**src/rtl/tmr_pkg.sv**
```systemverilog
package tmr_pkg;
    localparam int CNT_W  = 16;
    localparam int N_IN   = 4;
    localparam int PRE_W  = 7;

    typedef enum logic [2:0] {
        ST_STOP,
        ST_RUN,
        ST_ARMED,
        ST_FIRE,
        ST_DONE
    } run_state_e;

    localparam logic [2:0] M_OFF     = 3'd0;
    localparam logic [2:0] M_RISE    = 3'd1;
    localparam logic [2:0] M_BOTH    = 3'd2;
    localparam logic [2:0] M_GATED   = 3'd3;
    localparam logic [2:0] M_QUAD    = 3'd4;
    localparam logic [2:0] M_SECDIR  = 3'd5;
    localparam logic [2:0] M_ONESHOT = 3'd6;
    localparam logic [2:0] M_CASCADE = 3'd7;
endpackage

```
**src/rtl/tmr_src.sv**
```systemverilog
module tmr_src
    import tmr_pkg::*;
#(
    parameter int NIN  = N_IN,
    parameter int PREW = PRE_W
) (
    input  logic           clk,
    input  logic           rst_n,
    input  logic [NIN-1:0] pin_i,
    input  logic [NIN-1:0] nbr_i,
    input  logic [NIN-1:0] nbr_dir_i,
    input  logic [3:0]     psrc,
    input  logic [1:0]     ssrc,
    output logic           p_rise,
    output logic           p_fall,
    output logic           p_dir,
    output logic           s_lvl,
    output logic           s_rise,
    output logic           q_up,
    output logic           q_dn
);
    localparam int MW = PREW + 1;

    logic [NIN-1:0]  sync1_q, sync2_q;
    logic [PREW-1:0] pre_q;
    logic            p_prev_q, s_prev_q;
    logic            p_now, s_now, pre_tick;
    logic            sel_pin, sel_nbr, sel_pre;
    logic [MW-1:0]   mask_w;
    logic [1:0]      g_now, g_prev, g_diff;

    always_ff @(posedge clk or negedge rst_n) begin
        if (!rst_n) begin
            sync1_q  <= '0;
            sync2_q  <= '0;
            pre_q    <= '0;
            p_prev_q <= 1'b0;
            s_prev_q <= 1'b0;
        end else begin
            sync1_q  <= pin_i;
            sync2_q  <= sync1_q;
            pre_q    <= pre_q + 1'b1;
            p_prev_q <= p_now;
            s_prev_q <= s_now;
        end
    end

    always_comb begin
        sel_pin  = (psrc[3:2] == 2'b00);
        sel_nbr  = (psrc[3:2] == 2'b01);
        sel_pre  = psrc[3];
        mask_w   = (MW'(1) << psrc[2:0]) - MW'(1);
        pre_tick = ((pre_q & mask_w[PREW-1:0]) == mask_w[PREW-1:0]);
        p_now    = sel_pin ? sync2_q[psrc[1:0]] :
                   sel_nbr ? nbr_i[psrc[1:0]] : 1'b0;
        s_now    = sync2_q[ssrc];
        p_rise   = sel_pre ? pre_tick : (p_now & ~p_prev_q);
        p_fall   = sel_pre ? 1'b0 : (~p_now & p_prev_q);
        p_dir    = nbr_dir_i[psrc[1:0]];
        s_lvl    = s_now;
        s_rise   = s_now & ~s_prev_q;
        g_now    = {p_now, p_now ^ s_now};
        g_prev   = {p_prev_q, p_prev_q ^ s_prev_q};
        g_diff   = g_now - g_prev;
        q_up     = (g_diff == 2'd1);
        q_dn     = (g_diff == 2'd3);
    end
endmodule

```
**src/rtl/tmr_ctl.sv**
```systemverilog
module tmr_ctl
    import tmr_pkg::*;
(
    input  logic       clk,
    input  logic       rst_n,
    input  logic [2:0] mode,
    input  logic       cfg_down,
    input  logic       halt,
    input  logic       p_rise,
    input  logic       p_fall,
    input  logic       p_dir,
    input  logic       s_lvl,
    input  logic       s_rise,
    input  logic       q_up,
    input  logic       q_dn,
    input  logic       match,
    output logic       evt,
    output logic       up
);
    run_state_e state_q, state_d;

    always_ff @(posedge clk or negedge rst_n) begin
        if (!rst_n) state_q <= ST_STOP;
        else        state_q <= state_d;
    end

    always_comb begin
        state_d = state_q;
        unique case (state_q)
            ST_STOP: begin
                if (mode == M_ONESHOT)  state_d = ST_ARMED;
                else if (mode != M_OFF) state_d = ST_RUN;
            end
            ST_RUN: begin
                if (mode == M_OFF)          state_d = ST_STOP;
                else if (mode == M_ONESHOT) state_d = ST_ARMED;
            end
            ST_ARMED: begin
                if (mode == M_OFF)          state_d = ST_STOP;
                else if (mode != M_ONESHOT) state_d = ST_RUN;
                else if (s_rise && !halt)   state_d = ST_FIRE;
            end
            ST_FIRE: begin
                if (mode == M_OFF)          state_d = ST_STOP;
                else if (mode != M_ONESHOT) state_d = ST_RUN;
                else if (match)             state_d = ST_DONE;
            end
            ST_DONE: begin
                if (mode == M_OFF)          state_d = ST_STOP;
                else if (mode != M_ONESHOT) state_d = ST_RUN;
            end
            default: state_d = ST_STOP;
        endcase
    end

    always_comb begin
        evt = 1'b0;
        up  = !cfg_down;
        unique case (state_q)
            ST_RUN: begin
                case (mode)
                    M_RISE:    evt = p_rise;
                    M_BOTH:    evt = p_rise | p_fall;
                    M_GATED:   evt = p_rise & s_lvl;
                    M_QUAD: begin
                        evt = q_up | q_dn;
                        up  = q_up;
                    end
                    M_SECDIR: begin
                        evt = p_rise;
                        up  = !s_lvl;
                    end
                    M_CASCADE: begin
                        evt = p_rise;
                        up  = !p_dir;
                    end
                    default:   evt = 1'b0;
                endcase
            end
            ST_FIRE:  evt = (mode == M_ONESHOT) && p_rise;
            ST_STOP, ST_ARMED, ST_DONE: evt = 1'b0;
            default:  evt = 1'b0;
        endcase
        if (halt) evt = 1'b0;
    end

    AST_DONE_HOLD: assert property (@(posedge clk) disable iff (!rst_n)
        (state_q == ST_DONE && mode == M_ONESHOT) |=> (state_q == ST_DONE));
    AST_ARMED_TRIG: assert property (@(posedge clk) disable iff (!rst_n)
        (state_q == ST_ARMED && state_d == ST_FIRE) |-> (s_rise && mode == M_ONESHOT));
endmodule

```
**src/rtl/tmr_cnt.sv**
```systemverilog
module tmr_cnt #(
    parameter int W = tmr_pkg::CNT_W
) (
    input  logic         clk,
    input  logic         rst_n,
    input  logic         evt,
    input  logic         up,
    input  logic [W-1:0] load,
    input  logic [W-1:0] cmp1,
    input  logic [W-1:0] cmp2,
    input  logic         ovf_clr,
    output logic [W-1:0] cnt,
    output logic         hit1,
    output logic         hit2,
    output logic         ovf,
    output logic         match
);
    logic m1, m2, wrap;

    always_comb begin
        m1    = evt && up && (cnt == cmp1);
        m2    = evt && !up && (cnt == cmp2);
        match = m1 | m2;
        wrap  = evt && !match &&
                ((up && (cnt == {W{1'b1}})) || (!up && (cnt == '0)));
    end

    always_ff @(posedge clk or negedge rst_n) begin
        if (!rst_n) begin
            cnt  <= '0;
            hit1 <= 1'b0;
            hit2 <= 1'b0;
            ovf  <= 1'b0;
        end else begin
            hit1 <= m1;
            hit2 <= m2;
            if (match)    cnt <= load;
            else if (evt) cnt <= up ? cnt + 1'b1 : cnt - 1'b1;
            if (wrap)         ovf <= 1'b1;
            else if (ovf_clr) ovf <= 1'b0;
        end
    end

    AST_RELOAD_UP: assert property (@(posedge clk) disable iff (!rst_n)
        hit1 |-> (cnt == $past(load)));
    AST_RELOAD_DN: assert property (@(posedge clk) disable iff (!rst_n)
        hit2 |-> (cnt == $past(load)));
    AST_OVF_STICKY: assert property (@(posedge clk) disable iff (!rst_n)
        (ovf && !ovf_clr) |=> ovf);
    AST_IDLE_HOLD: assert property (@(posedge clk) disable iff (!rst_n)
        !evt |=> (cnt == $past(cnt)));
endmodule

```
**src/rtl/tmr_chan.sv**
```systemverilog
module tmr_chan
    import tmr_pkg::*;
#(
    parameter int W = CNT_W
) (
    input  logic         clk,
    input  logic         rst_n,
    input  logic [3:0]   pin_i,
    input  logic [3:0]   nbr_i,
    input  logic [3:0]   nbr_dir_i,
    input  logic [2:0]   cfg_mode,
    input  logic [3:0]   cfg_psrc,
    input  logic [1:0]   cfg_ssrc,
    input  logic         cfg_down,
    input  logic [W-1:0] cfg_load,
    input  logic [W-1:0] cfg_cmp1,
    input  logic [W-1:0] cfg_cmp2,
    input  logic [1:0]   cfg_dbg,
    input  logic         dbg_i,
    input  logic         ovf_clr_i,
    output logic [W-1:0] cnt_o,
    output logic         cmp1_hit_o,
    output logic         cmp2_hit_o,
    output logic         ovf_o
);
    logic p_rise, p_fall, p_dir, s_lvl, s_rise, q_up, q_dn;
    logic evt, up, match, hit1, hit2, halt, force_lo;

    assign halt     = dbg_i && cfg_dbg[0];
    assign force_lo = dbg_i && cfg_dbg[1];

    tmr_src #(.NIN(4), .PREW(PRE_W)) u_src (
        .clk(clk), .rst_n(rst_n), .pin_i(pin_i), .nbr_i(nbr_i),
        .nbr_dir_i(nbr_dir_i), .psrc(cfg_psrc), .ssrc(cfg_ssrc),
        .p_rise(p_rise), .p_fall(p_fall), .p_dir(p_dir), .s_lvl(s_lvl),
        .s_rise(s_rise), .q_up(q_up), .q_dn(q_dn)
    );

    tmr_ctl u_ctl (
        .clk(clk), .rst_n(rst_n), .mode(cfg_mode), .cfg_down(cfg_down),
        .halt(halt), .p_rise(p_rise), .p_fall(p_fall), .p_dir(p_dir),
        .s_lvl(s_lvl), .s_rise(s_rise), .q_up(q_up), .q_dn(q_dn),
        .match(match), .evt(evt), .up(up)
    );

    tmr_cnt #(.W(W)) u_cnt (
        .clk(clk), .rst_n(rst_n), .evt(evt), .up(up), .load(cfg_load),
        .cmp1(cfg_cmp1), .cmp2(cfg_cmp2), .ovf_clr(ovf_clr_i),
        .cnt(cnt_o), .hit1(hit1), .hit2(hit2), .ovf(ovf_o), .match(match)
    );

    assign cmp1_hit_o = hit1 && !force_lo;
    assign cmp2_hit_o = hit2 && !force_lo;

    AST_HALT_FREEZE: assert property (@(posedge clk) disable iff (!rst_n)
        halt |=> (cnt_o == $past(cnt_o)));
    AST_STOP_HOLD: assert property (@(posedge clk) disable iff (!rst_n)
        (cfg_mode == M_OFF) |=> (cnt_o == $past(cnt_o)));
    AST_HIT_EXCL: assert property (@(posedge clk) disable iff (!rst_n)
        !(cmp1_hit_o && cmp2_hit_o));
endmodule

```
**config.mk**
```make
export PLATFORM = sky130hd
export DESIGN_NAME = tmr_chan
export DESIGN_NICKNAME = d
export VERILOG_FILES = /design/src/rtl/tmr_pkg.sv /design/src/rtl/tmr_src.sv /design/src/rtl/tmr_ctl.sv /design/src/rtl/tmr_cnt.sv /design/src/rtl/tmr_chan.sv
export SDC_FILE = /design/constraint.sdc
export NUM_CORES = 1
export LEC_CHECK = 0
export ABC_AREA = 1
export BUFFER_PORTS_ARGS = -buffer_cell sky130_fd_sc_hd__buf_2
export CAP_MARGIN = 15
export CORE_ASPECT_RATIO = 0.7
export CORE_MARGIN = 2
export CORE_UTILIZATION = 43
export DETAILED_ROUTE_END_ITERATION = 10
export PLACE_DENSITY = 0.7
export SLEW_MARGIN = 25
export SYNTH_ARGS = -nofsm -noshare
export SYNTH_HDL_FRONTEND = slang
export SYNTH_SLANG_ARGS = --single-unit
```
**constraint.sdc**
```tcl
create_clock -name clk -period 3.6 [get_ports clk]
set_clock_uncertainty 0.1 [all_clocks]
set_input_delay 0.36 -clock clk [delete_from_list [all_inputs] [get_ports clk]]
set_output_delay 0.36 -clock clk [all_outputs]
set_load 0.005 [all_outputs]
```
## After elaboration in Yosys (flattened, before gate mapping)

Index checks and enable logic that the tools add are counted.

- Word-level logic and storage cells: 121
- Output and inout port bits: 19
- Register bits after elaboration: 39
- Input port bits: 76

- Bitwise logic cells: 13
- Shift-type cells: 1
- $add $sub $neg: 5
- Eq/ne operators: 24
- Multiplexer cells: 35
- Reductions and logical operators: 31
- Order comparisons: 2

Operators with widths:

| cell | number |
|---|---|
| 16-bit 2-to-1 mux | 3 |
| 3-bit 2-to-1 mux | 12 |
| 16-bit equality test | 2 |
| 16-bit by 1-bit adder with 16-bit output (second input constant) | 1 |
| 16-bit equality test (second input constant) | 1 |
| 16-bit logical NOT | 1 |
| 16-bit by 1-bit subtractor with 16-bit output (second input constant) | 1 |
| 3-bit equality test (second input constant) | 5 |
| 3-bit case mux with 5 select lines | 1 |
| 1-bit logical AND | 14 |
| 3-bit by 2-bit equality test with 1-bit output (second input constant) | 4 |
| 1-bit 2-to-1 mux | 12 |
| 3-bit by 1-bit != test with 1-bit output (second input constant) | 3 |
| 1-bit binary-select mux with 2-bit select | 4 |
| 7-bit by 1-bit adder with 7-bit output (second input constant) | 1 |
| 7-bit bitwise AND | 1 |
| 7-bit equality test | 1 |
| 1-bit logical NOT | 7 |
| 1-bit by 3-bit left shift with 7-bit output (first input constant) | 1 |
| 7-bit by 2-bit subtractor with 7-bit output (second input constant) | 1 |
| 3-bit by 1-bit equality test with 1-bit output (second input constant) | 2 |
| 3-bit logical NOT | 2 |
| 2-bit by 3-bit < comparator with 1-bit output (second input constant) | 2 |
| 5-bit AND reduction | 1 |
| other kinds (18) | 28 |

## Longest topological paths before layout

Gate-level depths: netlist of run 1.

- Word-level depth: 18
- Depth in mapped cells: 30
- Gate-level depth less buffers: 30

## Modules after synthesis

A second synthesis of run 1 with hierarchy kept.

- Cell total of the unflattened synthesis: 731
- Area, all modules: 4398.0 um^2

Modules (own cells, without submodules):

| module | cells an instance | times used | sequential area each (um^2) | area an instance (um^2) |
|---|---|---|---|---|
| tmr_cnt | 519 | 1 | 475.5 | 2884.0 |
| tmr_src | 121 | 1 | 425.4 | 1013.5 |
| tmr_ctl | 85 | 1 | 75.1 | 475.5 |
| tmr_chan | 6 | 1 | 0.0 | 25.0 |

## Worst setup path after synthesis of run 1

Ideal clock, no wire load.

- Path kind: in2reg
- Start point: input port cfg_psrc[0]
- End point: register u_cnt.cnt[10]
- Arrival time: 3.502 ns
- Library setup time: 0.117 ns
- Path buffers: 0
- Stages: 28
- Slack: -0.119 ns
- Data required time: 3.383 ns
- Cells stage by stage: inv_2 > nor2_1 > a22oi_1 > nand2_1 > nor2_1 > nor3_1 > xor2_1 > ha_1 > inv_1 > nand2_1 > nor2_1 > nand2_1 > nand2_1 > inv_1 > nand3_2 > nand2_4 > inv_1 > fa_1 > nand3b_1 > nand2_1 > a31oi_1 > o21ai_0 > nand2_1 > nand2_1 > xnor2_1 > nand2_2 > nand3_2 > nand2_1

- Word-level cells in the longest chain between the ends: 15
- Elaborated cells on any way between the ends: 41
- Classes of those cells: add/sub: 2; eq/ne: 3; shift: 1; mux: 18; bitwise: 9; reduce/logical: 8

Ends and longest elaborated chain:

| element | RTL line | text |
|---|---|---|
| from (decl) | tmr_chan.sv:12 | `input logic [3:0] cfg_psrc,` |
| 1-bit binary-select mux with 2-bit select | tmr_src.sv:55 | `sel_nbr ? nbr_i[psrc[1:0]] : 1'b0;` |
| 1-bit 2-to-1 mux (implied by the code) | tmr_src.sv:55 |  |
| 1-bit 2-to-1 mux | tmr_src.sv:55 |  |
| 1-bit 2-to-1 mux (*) | tmr_src.sv:54 | `p_now = sel_pin ? sync2_q[psrc[1:0]] :` |
| named net u_src.p_now | tmr_src.sv:27 | `logic p_now, s_now, pre_tick;` |
| 1-bit bitwise XOR or 1-bit NOT (tied branches) | tmr_src.sv:62, tmr_src.sv:58 |  |
| 2-bit subtractor or 1-bit bitwise AND (tied branches) | tmr_src.sv:64, tmr_src.sv:58 |  |
| 2-bit by 1-bit equality test with 1-bit output, or another cell as far along | tmr_src.sv:65 | `q_up = (g_diff == 2'd1);` |
| 1-bit bitwise OR (on tied branches) | tmr_ctl.sv:66, tmr_ctl.sv:63 |  |
| 1-bit case mux with 4 select lines | tmr_ctl.sv:61 | `case (mode)` |
| 1-bit case mux with 2 select lines | tmr_ctl.sv:59 | `unique case (state_q)` |
| 1-bit 2-to-1 mux | tmr_ctl.sv:84 | `if (halt) evt = 1'b0;` |
| 1-bit logical AND (on tied branches) (2 in series) | tmr_cnt.sv:21, tmr_cnt.sv:22 |  |
| 1-bit bitwise OR | tmr_cnt.sv:23 | `match = m1 \| m2;` |
| 16-bit 2-to-1 mux or 2-bit nonzero test (tied branches) | - |  |
| to (signal assigned) | tmr_cnt.sv:37 | `if (match) cnt <= load;` |
| to (signal assigned) | tmr_cnt.sv:38 | `else if (evt) cnt <= up ? cnt + 1'b1 : cnt - 1'b1;` |
| to (decl) | tmr_cnt.sv:12 | `output logic [W-1:0] cnt,` |

Mark *: on every way through the listed nets, which the timed path passes. The rest lies on a longest branch. The select of a mux whose other input is x is not followed.
A chain may end at the register's enable or synchronous reset.

## Worst setup path in the final report of run 1

- Start point: register u_src.sync2_q[0]
- End point: register u_cnt.cnt[10]

- Word-level cells in the longest chain between the ends: 14
- Elaborated cells on any way between the ends: 34
- Classes of those cells: add/sub: 1; eq/ne: 2; mux: 15; bitwise: 8; reduce/logical: 8

Ends and longest elaborated chain:

| element | RTL line | text |
|---|---|---|
| from (decl) | tmr_src.sv:24 | `logic [NIN-1:0] sync1_q, sync2_q;` |
| from (signal assigned) | tmr_src.sv:41 | `sync2_q <= sync1_q;` |
| 1-bit binary-select mux with 2-bit select (*) | tmr_src.sv:54 |  |
| 1-bit 2-to-1 mux (implied by the code) (*) | tmr_src.sv:54 |  |
| 1-bit 2-to-1 mux (*) | tmr_src.sv:54 |  |
| named net u_src.p_now | tmr_src.sv:27 |  |
| 1-bit bitwise XOR or 1-bit NOT (tied branches) | tmr_src.sv:62, tmr_src.sv:58 |  |
| 2-bit subtractor or 1-bit bitwise AND (tied branches) | tmr_src.sv:64, tmr_src.sv:58 |  |
| 2-bit by 1-bit equality test with 1-bit output, or another cell as far along | tmr_src.sv:65 |  |
| 1-bit bitwise OR (on tied branches) | tmr_ctl.sv:66, tmr_ctl.sv:63 |  |
| 1-bit case mux with 4 select lines | tmr_ctl.sv:61 |  |
| 1-bit case mux with 2 select lines | tmr_ctl.sv:59 |  |
| 1-bit 2-to-1 mux | tmr_ctl.sv:84 |  |
| 1-bit logical AND (on tied branches) (2 in series) | tmr_cnt.sv:21, tmr_cnt.sv:22 |  |
| 1-bit bitwise OR | tmr_cnt.sv:23 |  |
| 16-bit 2-to-1 mux or 2-bit nonzero test (tied branches) | - |  |

Marked as above.

==> flow_metrics.tcl, run 1 <==
set metrics [dict create \
    grt_use_total 0.256 \
    diodes 0 \
    firstDrtPassIters 6 \
    outcome "complete, but fails checks" \
    gp_congestion 0.925 \
    ant_nets 0 \
    synthesis.nets 612 \
    nFillCells 731 \
    dr.first_iter.drc_count 320 \
    routed_via_density 5.35 \
    htreeDepth 2 \
    nets 763 \
    cts_tree "yes" \
    root_buffer "clkbuf_16" \
    maxSlewViolCount 0 \
    r2r_start "u_src.sync2_q[0]" \
    numPortBuffers 94 \
    clk_pin_slew_worst_paths_ns 0.07 \
    period_share 1.05 \
    worstSetupStartpointType "flop" \
    arrival_ns 3.86 \
    ys_seq_area_frac 0.265 \
    finalHoldViolCount 0 \
    fin_ws_ns -0.181 \
    dieArea_sq_um 9320 \
    grt-ovfl-total 0 \
    p_per_area_nw_per_um2 762 \
    hold_buffers 0 \
    ios 95 \
    max_freq_mhz 264 \
    fin_crit_ns 3.78 \
    yosysWarnings 0 \
    via_count 4132 \
    grt_max_degree 40 \
    post-place-ws_ns -0.494 \
    drcViolationCount 0 \
    die_width_um 115 \
    hold_end "u_src.sync1_q[3]" \
    holdPathStages 1 \
    initial_core_util 0.439 \
    drive_gt1_frac 0.376 \
    drt_wl_total_um 12300 \
    endpoint_kind "flop" \
    holdCritPathClass "in2reg" \
    fin_tns_setup_ns -0.992 \
    synth.cell_area_sq_um 3680 \
    grt_first_pass_wirelength_um 18700 \
    clock_sinks 39 \
    dp_hpwl_um 8620 \
    ir_drop_mv 0.439 \
    grt_pass1_vias 3911 \
    fin_util 0.632 \
    cts_buffers 5 \
    rsz0062_at_grt "yes" \
    rr_endpoint "u_cnt.cnt[10]" \
    total_power_mw 4.03 \
    p_leak_nw 2.71 \
    max-slew-margin-rel 0.407 \
    cts_buffer_depth 2 \
    fin_area_sq_um 5290 \
    synth.avg_cell_area_sq_um 7.13 \
    critPathMaxFanout 7 \
    drv_cap 0 \
    wl_per_cell_um 15.9 \
    antenna_found_initial 0 \
    placed_area_sq_um 4570 \
    cp_data_required_time_ns 3.68 \
    rrSetupSlack_ns -0.18 \
    worstMarginPinSlew_ns 0.889 \
    ys_ff_latch 39 \
    worstHoldStart "pin_i[3]" \
    holdWs_ns 0.0797 \
    place_inst 751 \
    area_growth_pct 43.9 \
    violations "setup timing" \
    rows 28 \
    core_area_sq_um 8370 \
    r2r_cells 26 \
    setup_violations 10 \
    layoutNonFillerInstCount 773 \
    syn_inst 516 \
    clock_latency_ns 0.29 \
    path_class "reg2reg" \
    synth_cell_type_count 46 \
    die_y_um 81.4 \
]
sequential cells by signal, summed over array words and instances (netlist names):
register / cells
u_src.sync2_q: 4
u_cnt.ovf: 1
u_src.sync1_q: 4
u_src.p_prev_q: 1
u_src.pre_q: 7
u_cnt.hit2: 1
u_src.s_prev_q: 1
u_ctl.state_q: 3
u_cnt.hit1: 1
u_cnt.cnt: 16
cell families (layout without fill, tap and decap cells):
kind of cell / after synthesis / count (layout) / share of synthesized area
compound gates: 57 / 57 / 0.116
xor+xnor: 49 / 49 / 0.117
fa+ha+maj: 20 / 20 / 0.0701
buf+inv: 79 / 230 / 0.0901
flops: 39 / 39 / 0.265
simple gates: 272 / 273 / 0.341
worst max-delay path, stage by stage, from the launching register on:
cell and delay (ns):
dfrtp_1 0.39, nand2_1 0.12, nand3_2 0.10, a211oi_2 0.23
nor3_2 0.08, xor2_1 0.16, ha_1 0.29, inv_1 0.05
nand2_1 0.07, nor2_2 0.04, nand2_1 0.06, nand2_1 0.06
inv_2 0.07, nand3_4 0.14, nand2_8 0.18, inv_4 0.05
fa_2 0.35, nand3b_1 0.20, nand2_2 0.15, a31oi_4 0.11
o21ai_2 0.16, nand2_1 0.08, nand2_2 0.08, xnor2_2 0.12
nand2_2 0.08, nand3_2 0.09, nand2_1 0.05
cells in the mapped netlist (all sizes together):
library cell / n / area share
buf: 7 / 0.017
nand3b: 2 / 0.0041
xor2: 36 / 0.086
a31oi: 3 / 0.0051
o311ai: 1 / 0.0024
dfrtp: 39 / 0.27
inv: 69 / 0.070
o221ai: 1 / 0.0024
o21ai: 8 / 0.012
o31ai: 1 / 0.0020
o2111ai: 17 / 0.040
a211oi: 2 / 0.0041
nor2b: 1 / 0.0017
a21o: 1 / 0.0020
nand4: 8 / 0.014
nand3: 41 / 0.069
o211ai: 3 / 0.0099
o41ai: 1 / 0.0024
clkbuf: 3 / 0.0031
a221oi: 1 / 0.0024
a22oi: 2 / 0.0041
fa: 1 / 0.0054
nor4: 5 / 0.0085
a41oi: 1 / 0.0024
ha: 19 / 0.065
or2: 3 / 0.0051
o21a: 1 / 0.0020
nand2: 158 / 0.17
nor3: 13 / 0.018
nor2: 41 / 0.049
a21boi: 4 / 0.0092
a21oi: 10 / 0.014
xnor2: 13 / 0.031
how the worst max path moves through the flow:
stage	from	endpoint	slack, ns	cells past startpoint
6_report	u_src.sync2_q[0]	u_cnt.cnt[10]	-0.18	26
5_1_grt	u_src.sync2_q[2]	u_cnt.cnt[14]	-0.36	28
4_1_cts	cfg_psrc[1]	u_cnt.cnt[15]	-0.02	30
3_5_place_dp	cfg_psrc[0]	u_cnt.cnt[11]	-0.49	27
3_3_place_gp	cfg_psrc[0]	u_cnt.cnt[15]	-0.27	28
2_1_floorplan	cfg_psrc[0]	u_cnt.cnt[10]	0.07	28
cell type report:
class                      count  area, sq um  share of cell area
clock inverter                 3         47.5             0.00898
multi-input combinational    399         2800               0.529
clock buffer                   5          125              0.0236
tap                          105          131              0.0248
sequential                    39          976               0.184
timing repair buffer         153          950               0.179
inverter                      69          262              0.0494
timing repair:
item	in CTS	in global routing
setup endpoints to repair	10	12
setup buffers	2	11
pin swaps	4	24
cloned	1	0
gates resized for setup	28	53
cell usage in the layout, fill, tap and decap left out, types with 4 or more instances in the layout:
| cell type | Yosys | layout |
|---|---|---|
| o21ai_0 | 7 | 4 |
| nand3_1 | 31 | 26 |
| buf_4 | 2 | 56 |
| ha_1 | 19 | 9 |
| nor2_4 | 3 | 5 |
| dfrtp_1 | 39 | 39 |
| nand3_2 | 10 | 13 |
| xor2_1 | 36 | 35 |
| nor4_1 | 5 | 5 |
| nor3_1 | 13 | 12 |
| xnor2_2 | 0 | 4 |
| nand2_2 | 11 | 18 |
| nand4_1 | 8 | 8 |
| nand2_1 | 145 | 135 |
| xnor2_1 | 13 | 8 |
| nand2_4 | 2 | 4 |
| o2111ai_1 | 17 | 16 |
| nor2_1 | 37 | 33 |
| inv_1 | 67 | 64 |
| buf_2 | 3 | 92 |
| ha_4 | 0 | 10 |
| a21oi_2 | 0 | 5 |
| inv_2 | 2 | 4 |
| clkbuf_16 | 0 | 5 |
where the power goes:
part           internal, mW  switching [mW]  total (mW)
Combinational          1.35            1.34        2.69
Sequential            0.537           0.281       0.817
Clock                 0.331           0.195       0.526
routing by layer:
layer / global-route usage / routed length [um] / up-vias
li1: - / - / 2000
met1: 0.355 / 5560 / 1938
met2: 0.399 / 5580 / 170
met3: 0.0575 / 940 / 24
met4: 0.0756 / 207 / 0
met5: 0 / 0 / -
Power figures use the tool's default switching activity.
==> run 2, diff against run 1 <==
--- a/config.mk
+++ b/config.mk
@@ -17,3 +17,4 @@
 export SYNTH_ARGS = -nofsm -noshare
 export SYNTH_HDL_FRONTEND = slang
 export SYNTH_SLANG_ARGS = --single-unit
+export TNS_END_PERCENT = 1
==> flow_metrics.tcl, run 2 (same netlist as run 1, synthesis figures left out) <==
set metrics [dict create \
    clock_sinks 39 \
    grt_pass1_vias 3911 \
    area_growth_pct 41.5 \
    period_share 1.06 \
    r2r_start "u_src.sync2_q[0]" \
    dieArea_sq_um 9320 \
    dp_hpwl_um 8620 \
    arrival_ns 3.91 \
    p_per_area_nw_per_um2 747 \
    place_inst 751 \
    max-slew-margin-rel 0.400 \
    timing.critical_path.buf_inv 3 \
    finalHoldViolCount 0 \
    ant_nets 0 \
    largest_reg_flops 16 \
    die_y_um 81.4 \
    rrSetupSlack_ns -0.23 \
    clock_latency_ns 0.29 \
    dr.first_iter.drc_count 362 \
    critPathLaunch "u_src.sync2_q[0]" \
    core_area_sq_um 8370 \
    hold_buffers 0 \
    drv_cap 0 \
    grt_max_degree 40 \
    regArea_sq_um 976 \
    ios 95 \
    drt_wl_total_um 12400 \
    grt_first_pass_wirelength_um 18700 \
    cts_buffers 5 \
    holdPathStages 1 \
    nFillCells 746 \
    worst_path_largest_cell_delay_ns 0.39 \
    via_count 4178 \
    drcViolationCount 0 \
    holdCritPathClass "in2reg" \
    fin_ws_ns -0.228 \
    top_register "u_cnt.cnt" \
    grt-ovfl-total 0 \
    htreeDepth 2 \
    layoutNonFillerInstCount 772 \
    worstHoldStart "pin_i[3]" \
    r2r_cells 28 \
    routed_via_density 5.41 \
    maxSlewViolCount 0 \
    p_leak_nw 2.68 \
    worstSetupStartpointType "flop" \
    setup_violations 11 \
    cp_data_required_time_ns 3.68 \
    rows 28 \
    fin_util 0.622 \
    violations "setup timing" \
    die_width_um 115 \
    drive_gt1_frac 0.366 \
    fin_crit_ns 3.83 \
    critPathTopFamily "simple AND/OR/NAND/NOR gates" \
    clk_pin_slew_worst_paths_ns 0.07 \
    wl_per_cell_um 16.1 \
    rsz0062_at_grt "yes" \
    cp_common_cell "nand2_1" \
    fin_tns_setup_ns -1.77 \
    cts_tree "yes" \
    cts_buffer_depth 2 \
    endpoint_kind "flop" \
    nets 762 \
    gp_congestion 0.925 \
    reg.largest.list "u_cnt.cnt (16), u_src.pre_q (7)" \
    numPortBuffers 94 \
    grt_use_total 0.256 \
    max_freq_mhz 261 \
    final_cell_mix "nand2_1, buf_2, inv_1, buf_4, dfrtp_1" \
    firstDrtPassIters 7 \
    ir_drop_mv 0.389 \
    final_common_cell "nand2_1" \
    initial_core_util 0.439 \
    worstMarginPinSlew_ns 0.897 \
    diodes 0 \
    worst-path-stages 28 \
    root_buffer "clkbuf_16" \
    critPathMaxFanout 7 \
    outcome "complete, but fails checks" \
    multi_input_area_sq_um 2720 \
    path_class "reg2reg" \
    slowest_stage "dfrtp_1" \
    antenna_found_initial 0 \
]
## run 2: area by class of cell
cell class                 count  share of cell area
sequential                    39               0.188
clock inverter                 3             0.00913
multi-input combinational    399               0.523
timing repair buffer         152               0.181
inverter                      69              0.0502
clock buffer                   5              0.0240
tap                          105              0.0252
## run 2: layer usage
metal | up-vias | wire, um | global-route usage
met5 | - | 0 | 0
met4 | 0 | 251 | 0.0756
met3 | 30 | 1100 | 0.0575
met2 | 217 | 5620 | 0.399
met1 | 1931 | 5420 | 0.355
li1 | 2000 | - | -
## run 2: stage by stage
step                instance area (sq um)  hold slack, ns  worst slack [ns]  total power, mW
global placement                     4570           0.242            -0.271             2.72
finish                               5200          0.0787            -0.228             3.89
floorplan                            3680         -0.0356            0.0662             1.98
CTS                                  4910          0.0778           -0.0230             3.44
global route                         5200          0.0745            -0.424             4.16
detailed placement                   4570           0.235            -0.494             2.75
## run 2: what timing repair did
item	CTS	global route
buffers inserted	2	10
cloned	1	0
pin swaps	3	26
setup endpoints to repair	10	12
gates resized for setup	26	42
## run 2: final timing paths
| kind | to |
|---|---|
| setup / recovery | u_cnt.cnt[14] |
| hold / removal | u_src.sync1_q[3] |
| setup reg to reg | u_cnt.cnt[14] |
| hold reg to reg | u_src.sync2_q[3] |
| max in group asynchronous | u_cnt.cnt[5] |
| min in group asynchronous | u_src.pre_q[1] |
## run 2: power breakdown
| part | switching [mW] | internal [mW] |
|---|---|---|
| sequential | 0.279 | 0.537 |
| combinational | 1.28 | 1.27 |
| clock | 0.195 | 0.331 |
